### config.mk
export PLATFORM = sky130hd
export DESIGN_NAME = gpio_paged_bank
export DESIGN_NICKNAME = d
export VERILOG_FILES = /design/src/rtl/gpio_bank_pkg.sv /design/src/rtl/gpio_bank_sync.sv /design/src/rtl/gpio_bank_extreg.sv /design/src/rtl/gpio_bank_rdmux.sv /design/src/rtl/gpio_paged_bank.sv
export SDC_FILE = /design/constraint.sdc
export NUM_CORES = 1
export LEC_CHECK = 0
export ABC_CLOCK_PERIOD_IN_PS = 2600
export BUFFER_PORTS_ARGS = -buffer_cell sky130_fd_sc_hd__buf_2
export CORE_MARGIN = 5
export CORE_UTILIZATION = 45
export DETAILED_ROUTE_END_ITERATION = 6
export MAX_ROUTING_LAYER = met4
export PLACE_DENSITY = 0.67
export SYNTH_ARGS = -nofsm -noshare
export SYNTH_HDL_FRONTEND = slang
export SYNTH_SLANG_ARGS = --single-unit
### constraint.sdc
create_clock -name clk -period 2.6 [get_ports clk]
set_input_delay 0.52 -clock clk [delete_from_list [all_inputs] [get_ports clk]]
set_output_delay 0.52 -clock clk [all_outputs]
set_load 0.005 [all_outputs]
### src/rtl/gpio_bank_pkg.sv
package gpio_bank_pkg;
    localparam int BYTE_W    = 8;
    localparam int ADDR_W    = 4;
    localparam int LOCK_BITS = 6;
    localparam int OFF_PEND  = 6;
    localparam int OFF_CTRL  = 7;
    localparam int OFF_EXT0  = 8;

    typedef enum logic [1:0] {
        PG_NONE = 2'd0,
        PG_POL  = 2'd1,
        PG_IEN  = 2'd2,
        PG_IID  = 2'd3
    } page_e;
endpackage

### src/rtl/gpio_bank_sync.sv
module gpio_bank_sync #(
    parameter int WIDTH = 48
) (
    input  logic             clk,
    input  logic             rst_n,
    input  logic [WIDTH-1:0] raw,
    output logic [WIDTH-1:0] synced
);
    typedef struct packed {
        logic [WIDTH-1:0] meta;
        logic [WIDTH-1:0] stable;
    } sync_t;

    sync_t sy_d, sy_q;

    always_comb begin
        sy_d        = sy_q;
        sy_d.meta   = raw;
        sy_d.stable = sy_q.meta;
    end

    always_ff @(posedge clk or negedge rst_n) begin
        if (!rst_n) begin
            sy_q <= '1;
        end else begin
            sy_q <= sy_d;
        end
    end

    assign synced = sy_q.stable;
endmodule

### src/rtl/gpio_bank_extreg.sv
module gpio_bank_extreg #(
    parameter int BYTES = 3,
    localparam int WIDTH = BYTES * 8,
    localparam int SEL_W = (BYTES > 1) ? $clog2(BYTES) : 1
) (
    input  logic             clk,
    input  logic             rst_n,
    input  logic             wr_en,
    input  logic [SEL_W-1:0] wr_sel,
    input  logic [7:0]       wr_data,
    input  logic [WIDTH-1:0] set_bits,
    output logic [WIDTH-1:0] value
);
    logic [WIDTH-1:0] val_d, val_q;

    always_comb begin
        val_d = val_q;
        if (wr_en) begin
            val_d[int'(wr_sel)*8 +: 8] = wr_data;
        end
        val_d = val_d | set_bits;
    end

    always_ff @(posedge clk or negedge rst_n) begin
        if (!rst_n) begin
            val_q <= '0;
        end else begin
            val_q <= val_d;
        end
    end

    assign value = val_q;
endmodule

### src/rtl/gpio_bank_rdmux.sv
module gpio_bank_rdmux
    import gpio_bank_pkg::*;
#(
    parameter int NUM_PORTS = 6,
    parameter int EXT_BYTES = 3,
    localparam int PIN_W = NUM_PORTS * 8,
    localparam int EXT_W = EXT_BYTES * 8
) (
    input  logic [ADDR_W-1:0] addr,
    input  page_e             page,
    input  logic [PIN_W-1:0]  pins,
    input  logic [7:0]        ctrl_byte,
    input  logic [7:0]        pend_byte,
    input  logic [EXT_W-1:0]  pol_word,
    input  logic [EXT_W-1:0]  ien_word,
    input  logic [EXT_W-1:0]  iid_word,
    output logic [7:0]        rdata
);
    int addr_i;
    int ext_i;
    assign addr_i = 32'(addr);
    assign ext_i  = addr_i - OFF_EXT0;

    always_comb begin
        rdata = '0;
        if (addr_i < NUM_PORTS) begin
            rdata = ~pins[addr_i*8 +: 8];
        end else if (addr_i == OFF_PEND) begin
            rdata = pend_byte;
        end else if (addr_i == OFF_CTRL) begin
            rdata = ctrl_byte;
        end else if (addr_i >= OFF_EXT0 && ext_i < EXT_BYTES) begin
            unique case (page)
                PG_POL:  rdata = pol_word[ext_i*8 +: 8];
                PG_IEN:  rdata = ien_word[ext_i*8 +: 8];
                PG_IID:  rdata = iid_word[ext_i*8 +: 8];
                default: rdata = '0;
            endcase
        end
    end
endmodule

### src/rtl/gpio_paged_bank.sv
module gpio_paged_bank
    import gpio_bank_pkg::*;
#(
    parameter int NUM_PORTS = 6,
    parameter int EXT_BYTES = 3
) (
    input  logic                    clk,
    input  logic                    rst_n,
    input  logic [3:0]              bus_addr,
    input  logic                    bus_wr,
    input  logic [7:0]              bus_wdata,
    output logic [7:0]              bus_rdata,
    input  logic [NUM_PORTS*8-1:0]  pin_in,
    output logic [NUM_PORTS*8-1:0]  pin_sink,
    output logic [NUM_PORTS*8-1:0]  pin_sync,
    output logic [EXT_BYTES*8-1:0]  edge_pol,
    output logic [EXT_BYTES*8-1:0]  edge_en,
    input  logic [EXT_BYTES*8-1:0]  edge_hit
);
    localparam int PIN_W     = NUM_PORTS * 8;
    localparam int EXT_W     = EXT_BYTES * 8;
    localparam int IDX_W     = $clog2(NUM_PORTS);
    localparam int EXT_SEL_W = (EXT_BYTES > 1) ? $clog2(EXT_BYTES) : 1;
    localparam int NUM_PAGES = 4;

    typedef struct packed {
        logic [PIN_W-1:0]     sink;
        page_e                page;
        logic [NUM_PORTS-1:0] lock;
    } bank_t;

    bank_t st_d, st_q;

    int                   addr_i;
    logic                 port_hit;
    logic                 ext_hit;
    logic [IDX_W-1:0]     port_idx;
    logic [EXT_SEL_W-1:0] ext_sel;
    logic [EXT_W-1:0]     page_word [NUM_PAGES];
    logic [EXT_W-1:0]     id_q;
    logic [NUM_PORTS-1:0] lock_q;
    logic [1:0]           page_q;
    logic [LOCK_BITS-1:0] lock_pad;
    logic [7:0]           ctrl_byte;
    logic [7:0]           pend_byte;

    assign addr_i   = 32'(bus_addr);
    assign port_hit = addr_i < NUM_PORTS;
    assign ext_hit  = (addr_i >= OFF_EXT0) && (addr_i < OFF_EXT0 + EXT_BYTES);
    assign port_idx = IDX_W'(bus_addr);
    assign ext_sel  = EXT_SEL_W'(addr_i - OFF_EXT0);

    always_comb begin
        st_d = st_q;
        if (bus_wr) begin
            if (addr_i == OFF_CTRL) begin
                st_d.page = page_e'(bus_wdata[7:6]);
                st_d.lock = bus_wdata[NUM_PORTS-1:0];
            end else if (port_hit && !st_q.lock[port_idx]) begin
                st_d.sink[int'(port_idx)*8 +: 8] = bus_wdata;
            end
        end
    end

    always_ff @(posedge clk or negedge rst_n) begin
        if (!rst_n) begin
            st_q <= '{sink: '0, page: PG_NONE, lock: '0};
        end else begin
            st_q <= st_d;
        end
    end

    gpio_bank_sync #(.WIDTH(PIN_W)) u_sync (
        .clk    (clk),
        .rst_n  (rst_n),
        .raw    (pin_in),
        .synced (pin_sync)
    );

    assign page_word[0] = '0;

    for (genvar g = 1; g < NUM_PAGES; g++) begin : g_page
        logic [EXT_W-1:0] set_src;
        if (g == int'(PG_IID)) begin : g_sticky
            assign set_src = edge_hit;
        end else begin : g_plain
            assign set_src = '0;
        end
        gpio_bank_extreg #(.BYTES(EXT_BYTES)) u_reg (
            .clk      (clk),
            .rst_n    (rst_n),
            .wr_en    (bus_wr && ext_hit && (st_q.page == page_e'(g))),
            .wr_sel   (ext_sel),
            .wr_data  (bus_wdata),
            .set_bits (set_src),
            .value    (page_word[g])
        );
    end

    assign id_q = page_word[PG_IID];

    always_comb begin
        pend_byte = '0;
        for (int b = 0; b < EXT_BYTES; b++) begin
            pend_byte[b] = |id_q[b*8 +: 8];
        end
    end

    assign lock_q    = st_q.lock;
    assign page_q    = st_q.page;
    assign lock_pad  = LOCK_BITS'(st_q.lock);
    assign ctrl_byte = {page_q, lock_pad};

    gpio_bank_rdmux #(.NUM_PORTS(NUM_PORTS), .EXT_BYTES(EXT_BYTES)) u_rdmux (
        .addr      (bus_addr),
        .page      (st_q.page),
        .pins      (pin_sync),
        .ctrl_byte (ctrl_byte),
        .pend_byte (pend_byte),
        .pol_word  (page_word[PG_POL]),
        .ien_word  (page_word[PG_IEN]),
        .iid_word  (page_word[PG_IID]),
        .rdata     (bus_rdata)
    );

    assign pin_sink = st_q.sink;
    assign edge_pol = page_word[PG_POL];
    assign edge_en  = page_word[PG_IEN];
endmodule

[Word level (Yosys, flattened, before mapping)]
Cells that the tools add are included.
Cells by class
  add/sub/neg operators: 3
  order comparisons: 5
  equality and inequality tests: 5
  shifts and indexed selects: 8
  mux-type cells: 12
  bitwise logic cells: 3
  reduce and logical (&&, ||, !) cells: 13
Operator list (count)
  $shiftx 24x32->8: 3
  $bwmux 24: 3
  $bwmux 48: 1
  $shift 8x33->48 const A: 1
  $shiftx 48x8->8: 1
  $shiftx 8x33->48: 1
  $neg 5->33: 1
  $neg 6->33: 1
  $shift 8x33->24 const A: 1
  $shiftx 8x33->24: 1
  $lt 32x3->1 const B: 1
  $mux 8: 4
  $mux 24: 1
  $or 24x24->24: 1
  $pmux 8 s3: 1
  $reduce_or 8->1: 3
  $eq 4x4->1 const B: 2
  $not 8->8: 1
  $logic_and 1x1->1: 7
  $sub 4x4->5 const B: 1
  $eq 2x2->1 const B: 2
  $ge 4x4->1 const B: 1
  $lt 3x4->1 const B: 1
  $lt 4x3->1 const B: 1
  8 further kinds: 8
Word-level totals
  register bits after elaboration: 224
  output and inout port bits: 152
  logic and storage cells: 57

[Depth between registers and ports, before layout]
Gate-level depths: netlist of the first run.
  depth in word-level cells: 7
  depth in mapped cells: 9
  mapped depth without buffers: 7

[Hierarchy]
A second synthesis of the first run with hierarchy kept.
Unflattened totals
  cell total of the unflattened synthesis: 682
  area total of the unflattened synthesis: 9920.8 um^2
Modules (own cells, without submodules)
  gpio_bank_extreg at g_page[1].u_reg ...: instances 2, cells each 95, area an instance 1265.0 um^2, seq. area each 600.6 um^2
  gpio_bank_sync: instances 1, cells each 96, area an instance 2522.4 um^2, seq. area each 2522.4 um^2
  gpio_paged_bank: instances 1, cells each 162, area an instance 2432.3 um^2, seq. area each 1401.3 um^2
  gpio_bank_rdmux: instances 1, cells each 143, area an instance 1262.5 um^2, seq. area each 0.0 um^2
  gpio_bank_extreg at g_page[3].u_reg: instances 1, cells each 91, area an instance 1173.6 um^2, seq. area each 600.6 um^2

[Worst setup path after synthesis of the first run]
Ideal clock, no wire load.
  path kind: input to register
  start: input bus_addr[1]
  end: register st_q, in the netlist pin_sink[40]
  setup time: 0.125 ns
  arrival time: 2.393 ns
  setup slack: 0.082 ns
  stages on the path: 7
  cell sequence: buf_4 > inv_1 > ha_1 > ha_1 > nand4b_2 > nor3_4 > mux2_2
On the way
  longest elaborated chain between the ends: 5
  elaborated cells between the ends (all ways): 12
  those cells by class: add/sub: 1; order compare: 1; eq/ne: 1; shift: 2; mux: 3; bitwise: 1; reduce/logical: 3
Ends and longest elaborated chain
  start, declared: line gpio_paged_bank.sv:9  | input logic [3:0] bus_addr,
  parallel branches: the longest is 5 deep, another holds $neg 6->33
  end signal, assigned: line gpio_paged_bank.sv:67  | st_q <= '{sink: '0, page: PG_NONE, lock: '0};
  end signal, assigned: line gpio_paged_bank.sv:69  | st_q <= st_d;
  end, declared: line gpio_paged_bank.sv:32  | bank_t st_d, st_q;
Several ways; the timed one is not identified. The select of a mux whose other input is x is not followed.
A chain may end at the register's enable or synchronous reset.

[Worst setup path in the final report of the first run]
  start: register st_q, in the netlist page_q[1]
  end: output bus_rdata[6]
On the way
  longest elaborated chain between the ends: 6
  elaborated cells between the ends (all ways): 8
  those cells by class: eq/ne: 3; mux: 5
Ends and longest elaborated chain
  $eq 2x2->1 / $eq 2x1->1 (equally long branches): line gpio_bank_rdmux.sv:33  | unique case (page)
  $pmux 8 s3 (*): line gpio_bank_rdmux.sv:33
  $mux 8 (*): line gpio_bank_rdmux.sv:32  | end else if (addr_i >= OFF_EXT0 && ext_i < EXT_BYTES) begin
  $mux 8 (*): line gpio_bank_rdmux.sv:30  | end else if (addr_i == OFF_CTRL) begin
  $mux 8 (*): line gpio_bank_rdmux.sv:28  | end else if (addr_i == OFF_PEND) begin
  $mux 8 (*): line gpio_bank_rdmux.sv:26  | if (addr_i < NUM_PORTS) begin
  end, declared: line gpio_paged_bank.sv:12  | output logic [7:0] bus_rdata,
Every way passes the cells marked *; elsewhere a longest branch is shown, timed or not.

==> metrics.log, run 1 <==
INFO  metric area_delta_synth_final = 31.9%
INFO  metric core_area = 20,000 um2
INFO  metric netlist_area = roughly 9100 um2
INFO  metric final.period_utilization = 114%
INFO  metric placementRows = 52
INFO  metric overall_fraction_of_global_route_tracks_in_use = a little under a quarter
INFO  metric rsz0062_at_grt = yes
INFO  metric max_freq = between 0.3 and 0.4 GHz
INFO  metric width_of_the_chip = between 150 and 200 um
INFO  metric insertion_delay = around 530 ps
INFO  metric dp_slack = -256 ps
INFO  metric initial_utilization = roughly 45%
INFO  metric relSlewSlack = 58.3%
INFO  metric critical_path.startpoint_type = register
INFO  metric grt_max_degree = between 70 and 80
INFO  metric async_flop_share = 100%
INFO  metric finalClockSkew = roughly 14 ps
INFO  metric synth.top_cells.by_area = sky130_fd_sc_hd__dfrtp_1, sky130_fd_sc_hd__dfstp_2, sky130_fd_sc_hd__o21ai_0
INFO  metric timing_worst_setup_path_type = register to primary output
INFO  metric power_total = 8940 uW
INFO  metric power-per-cell-area = about 750 nW/um2
INFO  metric synth_cells = roughly 730
INFO  metric port_buffers = about 240
INFO  metric tritoncts = built
INFO  metric dp_hpwl = 19,300 um
INFO  metric hold_ws = around 90 ps
INFO  metric ioPinCount = around 240
INFO  metric grt_pass1_wl = approximately 42,000 um
INFO  metric post-synth-top-area-cell = sky130_fd_sc_hd__dfrtp_1
INFO  metric synth-main-ff-cell = sky130_fd_sc_hd__dfrtp_1
INFO  metric antenna_cells = 0
INFO  metric failed_checks = setup timing
INFO  metric synth_enable_flop_cells = 0
INFO  metric clockBufferDepth = 3
INFO  metric most_frequently_used_cell_type_in_the_post_synthesis_netlist = sky130_fd_sc_hd__dfrtp_1
INFO  metric grt.met1_usage = a little under a third
INFO  metric hold_viol = 0
INFO  metric synthTopCellsByCount = sky130_fd_sc_hd__dfrtp_1, sky130_fd_sc_hd__dfstp_2, sky130_fd_sc_hd__nand2_1
INFO  metric avgSynthCellArea = 12.4 um2
INFO  metric worstPathArrival = roughly 2500 ps
INFO  metric global_route.usage.met2 = between 30% and 40%
INFO  metric finish.net_count = ~1,100
INFO  metric first_global_vias = roughly 7,400
INFO  metric place.gp.congestion = 0.986
INFO  metric irDropWorstVdd = 0.000571 V
INFO  metric final_worst_setup_slack = -366 ps
INFO  metric vias = 6,876
INFO  metric post_detailed_route_count_of_antenna_violating_nets = 0
INFO  metric yosysTopAreaCellShare = 35.3%
INFO  metric holdCritPathClass = input pin to register
INFO  metric postRouteWirelength = about 26,000 um
INFO  metric clock_root_buffer = sky130_fd_sc_hd__clkbuf_16
INFO  metric ys_seq_elements = roughly 220
INFO  metric timing.final.setup_violations = 8
INFO  metric ys_seq_area_share = a little over three fifths
INFO  metric cts-buffers-inserted = 24
INFO  metric dieHeight = around 150 um
INFO  metric grt_use_met3 = 4.69%
INFO  metric worstPathRequired = between 2000 and 2500 ps
INFO  metric final_layout_size_suffix_gt1_share = about half
INFO  metric maxSlewViolCount = 0
INFO  metric postLayoutCoreUtil = between 50% and 60%
INFO  metric path_max_fanout = between 40 and 50
INFO  metric global_route_overflow = 0
INFO  metric drt_pre_antenna_iters = 5
INFO  metric finalCriticalPeriod = ~3000 ps
INFO  metric power.static_leakage = roughly 0.0055 uW
INFO  metric routed_length_per_instance = 19.8 um
INFO  metric floorplan.die_area = approximately 23,000 um2
INFO  metric cts_htree_levels = 1
INFO  metric syn_nets = a little over 800
INFO  metric timing_worst_slew_pin_value = about 620 ps
INFO  metric drc = 0
INFO  metric drv.max_cap_violation_count = 0
INFO  metric viasPerCell = approximately 5.3
INFO  metric grt_busiest_layer = met2
INFO  metric yosysUniqueCellTypes = 49
INFO  metric cts_sinks = approximately 220
INFO  metric critical_path.endpoint_type = primary output
INFO  metric clkSlewWorstSetupHoldPaths = 60 ps
INFO  metric first_iter_violations = roughly 440
INFO  metric ys_warn_count = 0
INFO  metric run_status = complete, but fails checks
INFO  metric antenna_violations_before_repair = 0
## cell type report
class / instances / area, um2
Clock buffer: 34 / 731
Timing Repair Buffer: 298 / 1800
Clock inverter: 10 / 151
Fill cell: 1680 / 8050
Sequential cell: 224 / 5730
Tap cell: 270 / 338
Multi-Input combinational cell: 460 / 3210
Inverter: 11 / 41.3
## registers in the layout, summed over array words and instances (netlist names)
signal,count
g_page.u_reg.value,72
u_sync.synced,48
page_q,2
pin_sink,48
lock_pad,6
u_sync.sy_d,48
## worst max-delay path: stages (launching register included)
cell	delay [ps]
sky130_fd_sc_hd__dfrtp_1	480
sky130_fd_sc_hd__buf_12	260
sky130_fd_sc_hd__o211ai_1	140
sky130_fd_sc_hd__a222oi_1	600
sky130_fd_sc_hd__buf_4	220
sky130_fd_sc_hd__o2bb2ai_2	100
sky130_fd_sc_hd__buf_2	130
## power by group
group	leakage, uW	internal [uW]	total [uW]	switching, uW
Sequential	0.00260	3770	3920	146
Combinational	0.00246	648	1340	693
Clock	0.000434	2270	3680	1410
## kinds of logic (layout without fill, tap and decap cells)
kind of cell / count (synthesis) / after routing / synth area share, %
compound gates: 164 / 164 / 11.9
fa+ha+maj: 6 / 6 / 0.826
buf+inv: 48 / 353 / 2.40
flops: 224 / 224 / 63.0
mux: 81 / 81 / 10.5
simple gates: 209 / 209 / 11.4
## path summary, 6_finish.rpt
path / end / slack [ps] / startpoint / cells after the start
max in group asynchronous: u_sync.sy_d[18] / 1240 / rst_n / 3
min in group asynchronous: g_page[2].u_reg.value[5] / 570 / rst_n / 2
min reg2reg: u_sync.synced[18] / 350 / u_sync.sy_d[18] / 0
min: u_sync.sy_d[29] / 90 / pin_in[29] / 1
max: bus_rdata[6] / -370 / page_q[1] / 6
max reg2reg: g_page[1].u_reg.value[23] / 590 / page_q[0] / 7
## through the flow
stage               setup TNS [ps]  instances  area [um2]
finish                       -1600       1307       12000
global route                 -2200       1307       12000
CTS                          -1550       1304       11900
detailed placement            -928       1251       10900
global placement              -687       1251       10900
floorplan                        0        732        9090
## timing repair
item | CTS | global route
hold buffers | 1 | 0
pin swaps | 6 | 10
gates resized for setup | 17 | 13
cloned | 1 | 0
setup buffers | 8 | 3
hold endpoints to repair | 19 | 0
setup endpoints to repair | 8 | 8
## cell usage in the layout, fill, tap and decap left out, types with 4 or more instances in the layout
cell type                   Yosys  routed
sky130_fd_sc_hd__a211o_1       24      24
sky130_fd_sc_hd__a21oi_1        9       9
sky130_fd_sc_hd__buf_12         0       7
sky130_fd_sc_hd__buf_2         12     236
sky130_fd_sc_hd__buf_4          2      47
sky130_fd_sc_hd__clkbuf_16      0      26
sky130_fd_sc_hd__clkbuf_8       0       5
sky130_fd_sc_hd__dfrtp_1      128     127
sky130_fd_sc_hd__dfstp_2       96      96
sky130_fd_sc_hd__ha_1           6       6
sky130_fd_sc_hd__inv_1         10      10
sky130_fd_sc_hd__mux2_2        35      35
sky130_fd_sc_hd__mux2i_1       38      35
sky130_fd_sc_hd__mux4_2         8       8
sky130_fd_sc_hd__nand2_1       90      90
sky130_fd_sc_hd__nand2_2        5       5
sky130_fd_sc_hd__nand2b_1      12      12
sky130_fd_sc_hd__nand3_1       16      16
sky130_fd_sc_hd__nand4_1        4       4
sky130_fd_sc_hd__nand4b_1       5       5
sky130_fd_sc_hd__nor2_1        48      47
sky130_fd_sc_hd__nor3_1         7       6
sky130_fd_sc_hd__nor4_1         6       6
sky130_fd_sc_hd__o21ai_0       86      77
sky130_fd_sc_hd__o21ai_1        1       7
sky130_fd_sc_hd__o41ai_1       16      16
## per-layer routing
layer | up-vias | part of all wire (%)
li1 | 3206 | -
met1 | 3334 | 43
met2 | 286 | 47
met3 | 50 | 7.3
met4 | 0 | 2.6
met5 | - | 0
(Power assumes the default switching activity.)
==> run 2: changes to the inputs <==
--- a/config.mk
+++ b/config.mk
@@ -11,7 +11,8 @@
 export CORE_UTILIZATION = 45
 export DETAILED_ROUTE_END_ITERATION = 6
 export MAX_ROUTING_LAYER = met4
-export PLACE_DENSITY = 0.67
+export PLACE_DENSITY = 0.66
 export SYNTH_ARGS = -nofsm -noshare
 export SYNTH_HDL_FRONTEND = slang
+export SYNTH_HIERARCHICAL = 1
 export SYNTH_SLANG_ARGS = --single-unit
==> metrics.log, run 2 <==
INFO  metric largest_register_ffs = 72 (unchanged)
INFO  metric cts_htree_levels = 1 (unchanged)
INFO  metric yosysUniqueCellTypes = 54 (was 49)
INFO  metric critPathBufInv = 3 (unchanged)
INFO  metric yosysTopAreaCellShare = 32.3% (was 35.3%)
INFO  metric worstPathRequired = 2080 ps (about the same)
INFO  metric clkSlewWorstSetupHoldPaths = 60 ps (about the same)
INFO  metric vias = 7,134 (was 6,876)
INFO  metric drv.max_cap_violation_count = 0 (unchanged)
INFO  metric avgSynthCellArea = 14.5 um2 (was 12.4 um2)
INFO  metric synth_cells = 682 (was 732)
INFO  metric ys_seq_area_share = 57.7% (was 63.0%)
INFO  metric finalCriticalPeriod = 2670 ps (was 2970 ps)
INFO  metric synthTopCellsByCount = sky130_fd_sc_hd__dfrtp_1, sky130_fd_sc_hd__dfstp_2, sky130_fd_sc_hd__a221o_1 (was sky130_fd_sc_hd__dfrtp_1, sky130_fd_sc_hd__dfstp_2, sky130_fd_sc_hd__nand2_1)
INFO  metric worstPathArrival = 2150 ps (was 2450 ps)
INFO  metric area_delta_synth_final = 30.6% (was 31.9%)
INFO  metric seq_cell_area = 5730 um2 (about the same)
INFO  metric first_iter_violations = 432 (was 443)
INFO  metric routed_length_per_instance = 21.8 um (was 19.8 um)
INFO  metric final_worst_setup_slack = -73.3 ps (was -366 ps)
INFO  metric final.period_utilization = 103% (was 114%)
INFO  metric tritoncts = built (unchanged)
INFO  metric worstReg2RegStart = page_q[0] (unchanged)
INFO  metric rr_endpoint = g_page[3].u_reg/value[20] (was g_page[1].u_reg.value[23])
INFO  metric timing_worst_setup_path_type = register to primary output (unchanged)
INFO  metric path_max_fanout = 8 (was 47)
INFO  metric timing.final.setup_violations = 8 (unchanged)
INFO  metric viasPerCell = 5.44 (was 5.26)
INFO  metric cts-buffers-inserted = 25 (was 24)
INFO  metric min-delay-start = pin_in[9] (was pin_in[29])
INFO  metric max_freq = 0.374 GHz (was 0.337 GHz)
INFO  metric overall_fraction_of_global_route_tracks_in_use = 23.0% (was 22.9%)
INFO  metric dp_slack = -56.4 ps (was -256 ps)
INFO  metric dp_hpwl = 20,000 um (was 19,300 um)
INFO  metric power-per-cell-area = 676 nW/um2 (was 746 nW/um2)
INFO  metric worst_hold_path_ep = u_sync/sy_d[9] (was u_sync.sy_d[29])
INFO  metric layout_common_cells = sky130_fd_sc_hd__buf_2, sky130_fd_sc_hd__dfrtp_1, sky130_fd_sc_hd__dfstp_2 (unchanged)
INFO  metric reg2reg_depth = 7 (unchanged)
INFO  metric slowest_stage = sky130_fd_sc_hd__dfrtp_2 (was sky130_fd_sc_hd__a222oi_1)
INFO  metric synth-main-ff-cell = sky130_fd_sc_hd__dfrtp_1 (unchanged)
INFO  metric placementRows = 54 (was 52)
INFO  metric place.gp.congestion = 0.852 (was 0.986)
INFO  metric grt_pass1_wl = 42,800 um (was 41,600 um)
INFO  metric holdCritPathClass = input pin to register (unchanged)
INFO  metric worstPathCellList = buf_12, nor2_1, a2111oi_4, buf_6, o2111ai_2, o221ai_1, buf_2 (was buf_12, o211ai_1, a222oi_1, buf_4, o2bb2ai_2, buf_2)
INFO  metric initial_utilization = 45.6% (was 45.3%)
INFO  metric maxSlewViolCount = 0 (unchanged)
INFO  metric first_global_vias = 7,195 (was 7,394)
INFO  metric ys_warn_count = 6 (was 0)
INFO  metric drt_pre_antenna_iters = 5 (unchanged)
INFO  metric width_of_the_chip = 158 um (was 152 um)
INFO  metric post-synth-top-area-cell = sky130_fd_sc_hd__dfrtp_1 (unchanged)
INFO  metric power_total = 8760 uW (was 8940 uW)
INFO  metric post_detailed_route_count_of_antenna_violating_nets = 0 (unchanged)
INFO  metric clock_root_buffer = sky130_fd_sc_hd__clkbuf_16 (unchanged)
INFO  metric multi_input_comb_area = 4150 um2 (was 3210 um2)
INFO  metric antenna_violations_before_repair = 2 (was 0)
INFO  metric async_flop_share = 100% (unchanged)
INFO  metric most_frequently_used_cell_type_in_the_post_synthesis_netlist = sky130_fd_sc_hd__dfrtp_1 (unchanged)
INFO  metric power.static_leakage = 0.00583 uW (was 0.00549 uW)
INFO  metric core_area = 21,800 um2 (was 20,000 um2)
INFO  metric critical_path.top_delay_family = compound AO/OA/AOI/OAI gates (unchanged)
INFO  metric clockBufferDepth = 3 (unchanged)
INFO  metric final_layout_size_suffix_gt1_share = 55.5% (was 49.2%)
INFO  metric reg2reg_setup_slack = 700 ps (was 590 ps)
INFO  metric cp-startpoint = page_q[0] (was page_q[1])
INFO  metric ys_seq_elements = 224 (unchanged)
INFO  metric postRouteWirelength = 28,600 um (was 25,900 um)
INFO  metric hold_viol = 0 (unchanged)
INFO  metric relSlewSlack = 59.7% (was 58.3%)
INFO  metric rsz0062_at_grt = yes (unchanged)
INFO  metric critical_path.endpoint_type = primary output (unchanged)
INFO  metric drc = 0 (unchanged)
INFO  metric worst_path_largest_cell_delay = 420 ps (was 600 ps)
INFO  metric finish.net_count = 1,113 (was 1,112)
INFO  metric insertion_delay = 540 ps (was 530 ps)
INFO  metric cts_sinks = 224 (unchanged)
INFO  metric synth_enable_flop_cells = 0 (unchanged)
INFO  metric irDropWorstVdd = 0.000567 V (was 0.000571 V)
INFO  metric grt_max_degree = 75 (was 74)
INFO  metric layout.filler_cells = 1,790 (was 1,680)
INFO  metric netlist_area = 9920 um2 (was 9090 um2)
INFO  metric finalClockSkew = 19.9 ps (was 14.3 ps)
INFO  metric dieHeight = 158 um (was 152 um)
INFO  metric failed_checks = setup timing (unchanged)
INFO  metric synth.top_cells.by_area = sky130_fd_sc_hd__dfrtp_1, sky130_fd_sc_hd__dfstp_2, sky130_fd_sc_hd__a221o_1 (was sky130_fd_sc_hd__dfrtp_1, sky130_fd_sc_hd__dfstp_2, sky130_fd_sc_hd__o21ai_0)
INFO  metric ioPinCount = 239 (unchanged)
INFO  metric min_delay_path_depth = 1 (unchanged)
INFO  metric floorplan.die_area = 25,100 um2 (was 23,100 um2)
INFO  metric critical_path.startpoint_type = register (unchanged)
INFO  metric global_route_overflow = 0 (unchanged)
INFO  metric run_status = complete, but fails checks (unchanged)
INFO  metric port_buffers = 238 (unchanged)
INFO  metric mostFrequentLayoutCell = sky130_fd_sc_hd__buf_2 (unchanged)
INFO  metric timing_worst_slew_pin_value = 604 ps (was 624 ps)
run 2: cell count changes after synthesis, moves of 15 or more:
cell | previous run | this run
sky130_fd_sc_hd__o21ai_0 | 86 | 0
sky130_fd_sc_hd__nand2_1 | 90 | 11
sky130_fd_sc_hd__a221o_1 | 3 | 67
sky130_fd_sc_hd__nor2_1 | 48 | 4
sky130_fd_sc_hd__and4b_1 | 0 | 34
sky130_fd_sc_hd__inv_1 | 10 | 37
sky130_fd_sc_hd__mux2_2 | 35 | 56
sky130_fd_sc_hd__a211o_1 | 24 | 5
sky130_fd_sc_hd__o41ai_1 | 16 | 0
sky130_fd_sc_hd__and2_1 | 0 | 15
run 2: final cells by class:
type,count,area share [%]
Tap cell,280,2.70
Inverter,42,1.22
Timing Repair Buffer,288,13.5
Antenna cell,2,0.0386
Clock inverter,11,0.792
Clock buffer,35,5.51
Multi-Input combinational cell,429,32.1
Sequential cell,224,44.2
run 2: kinds of logic (layout without fill, tap and decap cells):
| kind of cell | Yosys count | after routing | share of synthesized area, % |
|---|---|---|---|
| DFF | 224 | 224 | 57.7 |
| adders and majority gates | 16 | 16 | 2.02 |
| AOI/OAI and AO/OA | 115 | 115 | 11.5 |
| other | 1 | 55 | 0.0378 |
| buffers and inverters | 81 | 376 | 4.22 |
| and+or+nand+nor | 146 | 146 | 11.7 |
| muxes | 99 | 99 | 12.9 |
run 2: worst register-to-register path, cell delays in order, from the launching register on:
cell and delay [ps]:
sky130_fd_sc_hd__dfrtp_2 440, sky130_fd_sc_hd__buf_12 140, sky130_fd_sc_hd__buf_16 150, sky130_fd_sc_hd__and3_1 260, sky130_fd_sc_hd__buf_4 180, sky130_fd_sc_hd__buf_4 140, sky130_fd_sc_hd__and4b_1 180, sky130_fd_sc_hd__a221o_1 290
run 2: repair_timing:
| item | in CTS | in global routing |
|---|---|---|
| pin swaps | 12 | 4 |
| setup endpoints to repair | 8 | 8 |
| hold buffers | 1 | 0 |
| resized for setup | 27 | 12 |
| endpoints found under the hold margin | 29 | 0 |
| gates cloned | 1 | 0 |
| buffers inserted | 8 | 2 |
run 2: worst max path at each step:
| stage | end | cells past startpoint |
|---|---|---|
| floorplan | pin_sink[24] | 8 |
| global placement | pin_sink[22] | 10 |
| detailed placement | pin_sink[31] | 9 |
| CTS | bus_rdata[0] | 7 |
| global route | bus_rdata[0] | 6 |
| finish | bus_rdata[1] | 7 |
run 2: metrics by stage:
stage	TNS [ps]	instances	utilization [%]	instance area, um2	hold WS [ps]
6_report	-327	1311	59.5	13000	70.9
5_1_grt	-766	1311	59.5	13000	55.1
4_1_cts	-375	1307	59.1	12900	49.4
3_5_place_dp	-758	1251	54.2	11800	347
3_3_place_gp	-33.9	1251	54.2	11800	345
2_1_floorplan	0	734	-	10100	224
run 2: routing by layer:
metal	vias up	track usage (%)	routed length, um
li1	3234	-	-
met1	3585	31.0	12200
met2	266	35.3	13500
met3	49	5.46	2140
met4	0	6.17	720
met5	-	-	0
run 2: power breakdown:
part,switching (uW),leakage (uW),internal (uW),total (uW)
logic,655,0.00305,658,1310
clock network,1450,0.000406,2030,3470
registers,158,0.00237,3810,3970
==> run 3: changes to the inputs <==
--- a/config.mk
+++ b/config.mk
@@ -5,8 +5,7 @@
 export SDC_FILE = /design/constraint.sdc
 export NUM_CORES = 1
 export LEC_CHECK = 0
-export ABC_CLOCK_PERIOD_IN_PS = 2600
-export BUFFER_PORTS_ARGS = -buffer_cell sky130_fd_sc_hd__buf_2
+export BUFFER_PORTS_ARGS = -buffer_cell sky130_fd_sc_hd__buf_4
 export CORE_MARGIN = 5
 export CORE_UTILIZATION = 45
 export DETAILED_ROUTE_END_ITERATION = 6
==> constraint.sdc (replaced) <==
create_clock -name clk -period 2.6 [get_ports clk]
set_input_delay 0.26 -clock clk [delete_from_list [all_inputs] [get_ports clk]]
set_output_delay 0.26 -clock clk [all_outputs]
set_load 0.005 [all_outputs]
==> metrics.log, run 3 (synthesis results as in run 2) <==
INFO  metric run_status = finished clean (was complete, but fails checks)
INFO  metric place.gp.congestion = 0.911 (was 0.852)
INFO  metric timing_worst_setup_path_type = register to primary output (unchanged)
INFO  metric clock_root_buffer = sky130_fd_sc_hd__clkbuf_16 (unchanged)
INFO  metric grt_pass1_wl = 45,100 um (was 42,800 um)
INFO  metric routed_length_per_instance = 21.8 um (about the same)
INFO  metric worstPathRequired = 2340 ps (was 2080 ps)
INFO  metric worstPathArrival = 2230 ps (was 2150 ps)
INFO  metric initial_utilization = 45.6% (unchanged)
INFO  metric dp_hpwl = 20,500 um (was 20,000 um)
INFO  metric postRouteWirelength = 29,700 um (was 28,600 um)
INFO  metric worst_path_largest_cell_delay = 490 ps (was 420 ps)
INFO  metric worst_hold_path_ep = pin_sink[31] (was u_sync/sy_d[9])
INFO  metric largest_register_ffs = 72 (unchanged)
INFO  metric layout_common_cells = sky130_fd_sc_hd__buf_4, sky130_fd_sc_hd__dfrtp_1, sky130_fd_sc_hd__dfstp_2 (was sky130_fd_sc_hd__buf_2, sky130_fd_sc_hd__dfrtp_1, sky130_fd_sc_hd__dfstp_2)
INFO  metric finalCriticalPeriod = 2490 ps (was 2670 ps)
INFO  metric critPathBufInv = 2 (was 3)
INFO  metric timing_worst_slew_pin_value = 644 ps (was 604 ps)
INFO  metric floorplan.die_area = 25,100 um2 (unchanged)
INFO  metric power-per-cell-area = 626 nW/um2 (was 676 nW/um2)
INFO  metric final_worst_setup_slack = 113 ps (was -73.3 ps)
INFO  metric finalInstanceArea = 13,800 um2 (was 13,000 um2)
INFO  metric vias = 7,324 (was 7,134)
INFO  metric dieHeight = 158 um (unchanged)
INFO  metric placementRows = 54 (unchanged)
INFO  metric critical_path.top_delay_family = compound AO/OA/AOI/OAI gates (unchanged)
INFO  metric dp_slack = 194 ps (was -56.4 ps)
INFO  metric final_layout_size_suffix_gt1_share = 48.2% (was 55.5%)
INFO  metric clockBufferDepth = 3 (unchanged)
INFO  metric tritoncts = built (unchanged)
INFO  metric final.period_utilization = 95.6% (was 103%)
INFO  metric finish.net_count = 1,168 (was 1,113)
INFO  metric holdCritPathClass = input pin to register (unchanged)
INFO  metric power.static_leakage = 0.00619 uW (was 0.00583 uW)
INFO  metric critical_path.endpoint_type = primary output (unchanged)
INFO  metric grt_max_degree = 92 (was 75)
INFO  metric finalClockSkew = 25.5 ps (was 19.9 ps)
INFO  metric first_global_vias = 7,681 (was 7,195)
INFO  metric path_max_fanout = 11 (was 8)
INFO  metric insertion_delay = 540 ps (about the same)
INFO  metric global_route_overflow = 0 (unchanged)
INFO  metric timing.critical_path.mode_cell = sky130_fd_sc_hd__buf_4
INFO  metric worstReg2RegStart = lock_pad[3] (was page_q[0])
INFO  metric slowest_stage = sky130_fd_sc_hd__dfrtp_2 (unchanged)
INFO  metric tns = 0 ps (was -327 ps)
INFO  metric reg2reg_depth = 5 (was 7)
INFO  metric relSlewSlack = 57.1% (was 59.7%)
INFO  metric maxSlewViolCount = 0 (unchanged)
INFO  metric max_freq = 0.402 GHz (was 0.374 GHz)
INFO  metric cts_htree_levels = 1 (unchanged)
INFO  metric viasPerCell = 5.38 (was 5.44)
INFO  metric placedInstanceArea = 12,300 um2 (was 11,800 um2)
INFO  metric area_delta_synth_final = 39.1% (was 30.6%)
INFO  metric port_buffers = 238 (unchanged)
INFO  metric min_delay_path_depth = 2 (was 1)
INFO  metric mostFrequentLayoutCell = sky130_fd_sc_hd__buf_4 (was sky130_fd_sc_hd__buf_2)
INFO  metric hold_ws = 171 ps (was 70.9 ps)
INFO  metric drc = 0 (unchanged)
INFO  metric drt_pre_antenna_iters = 4 (was 5)
INFO  metric overall_fraction_of_global_route_tracks_in_use = 24.2% (was 23.0%)
INFO  metric post_detailed_route_count_of_antenna_violating_nets = 0 (unchanged)
INFO  metric cts_sinks = 224 (unchanged)
INFO  metric first_iter_violations = 443 (was 432)
INFO  metric hold_viol = 0 (unchanged)
INFO  metric worstPathCellList = nor3b_4, buf_4, a22oi_1, o2111ai_2, o221ai_1, buf_4 (was buf_12, nor2_1, a2111oi_4, buf_6, o2111ai_2, o221ai_1, buf_2)
INFO  metric core_area = 21,800 um2 (unchanged)
INFO  metric reg2reg_setup_slack = 720 ps (was 700 ps)
INFO  metric clkSlewWorstSetupHoldPaths = 60 ps (about the same)
INFO  metric min-delay-start = bus_wdata[7] (was pin_in[9])
INFO  metric cts-buffers-inserted = 24 (was 25)
INFO  metric antenna_violations_before_repair = 1 (was 2)
INFO  metric width_of_the_chip = 158 um (unchanged)
INFO  metric drv.max_cap_violation_count = 0 (unchanged)
INFO  metric timing.final.setup_violations = 0 (was 8)
INFO  metric irDropWorstVdd = 0.000641 V (was 0.000567 V)
INFO  metric critical_path.startpoint_type = register (unchanged)
INFO  metric ioPinCount = 239 (unchanged)
INFO  metric rr_endpoint = pin_sink[30] (was g_page[3].u_reg/value[20])
INFO  metric rsz0062_at_grt = no (was yes)
-- run 3: cell count changes in the layout (fill, tap and decap cells not counted), moves of 7 or more --
cell	delta
sky130_fd_sc_hd__buf_2	-236
sky130_fd_sc_hd__buf_4	+229
sky130_fd_sc_hd__dlygate4sd3_1	+72
sky130_fd_sc_hd__buf_12	-8
sky130_fd_sc_hd__mux2i_1	+8
sky130_fd_sc_hd__mux2i_2	-8
sky130_fd_sc_hd__o2111ai_1	+7
-- run 3: repair_timing --
item | CTS | global route
hold endpoints to repair | 84 | 0
resized for setup | 1 | 3
buffers inserted | 4 | 0
pin swaps | 1 | 0
hold buffers | 73 | 0
setup endpoints to repair | 8 | 3
-- run 3: cell type report --
cell class              count  area (um2)
diodes                      1        2.50
inverters                  42         158
repair buffers            344        2810
clock buffers              35         712
flip-flops and latches    224        5730
multi-input cells         429        3980
well taps                 280         350
clock inverters             6        55.1
fillers                  1700        7960
-- run 3: worst max path at each step --
stage / startpoint / endpoint / slack [ps] / cells past startpoint
global placement: bus_addr[0] / pin_sink[40] / 240 / 7
detailed placement: bus_addr[0] / pin_sink[47] / 190 / 7
finish: page_q[1] / bus_rdata[0] / 110 / 6
global route: page_q[1] / bus_rdata[0] / 40 / 6
CTS: page_q[1] / bus_rdata[0] / 50 / 6
floorplan: bus_addr[0] / pin_sink[24] / 280 / 8
-- run 3: report_power, final --
part / switching, uW / internal, uW
clock: 1370 / 1900
combinational: 628 / 752
sequential: 169 / 3810
total: 2170 / 6460
-- run 3: layer usage --
| layer | GRT usage [%] | routed length, um |
|---|---|---|
| met5 | - | 0 |
| met4 | 6.13 | 803 |
| met3 | 6.61 | 2460 |
| met2 | 38.4 | 14400 |
| met1 | 31.1 | 12000 |
-- run 3: metrics by stage --
stage / total power (uW) / std cells / utilization [%]
5_1_grt: 8990 / 1361 / 63.4
3_3_place_gp: 5300 / 1242 / 56.3
4_1_cts: 8710 / 1360 / 63.3
6_report: 8630 / 1361 / 63.4
3_5_place_dp: 5330 / 1242 / 56.3
2_1_floorplan: 4570 / 734 / -
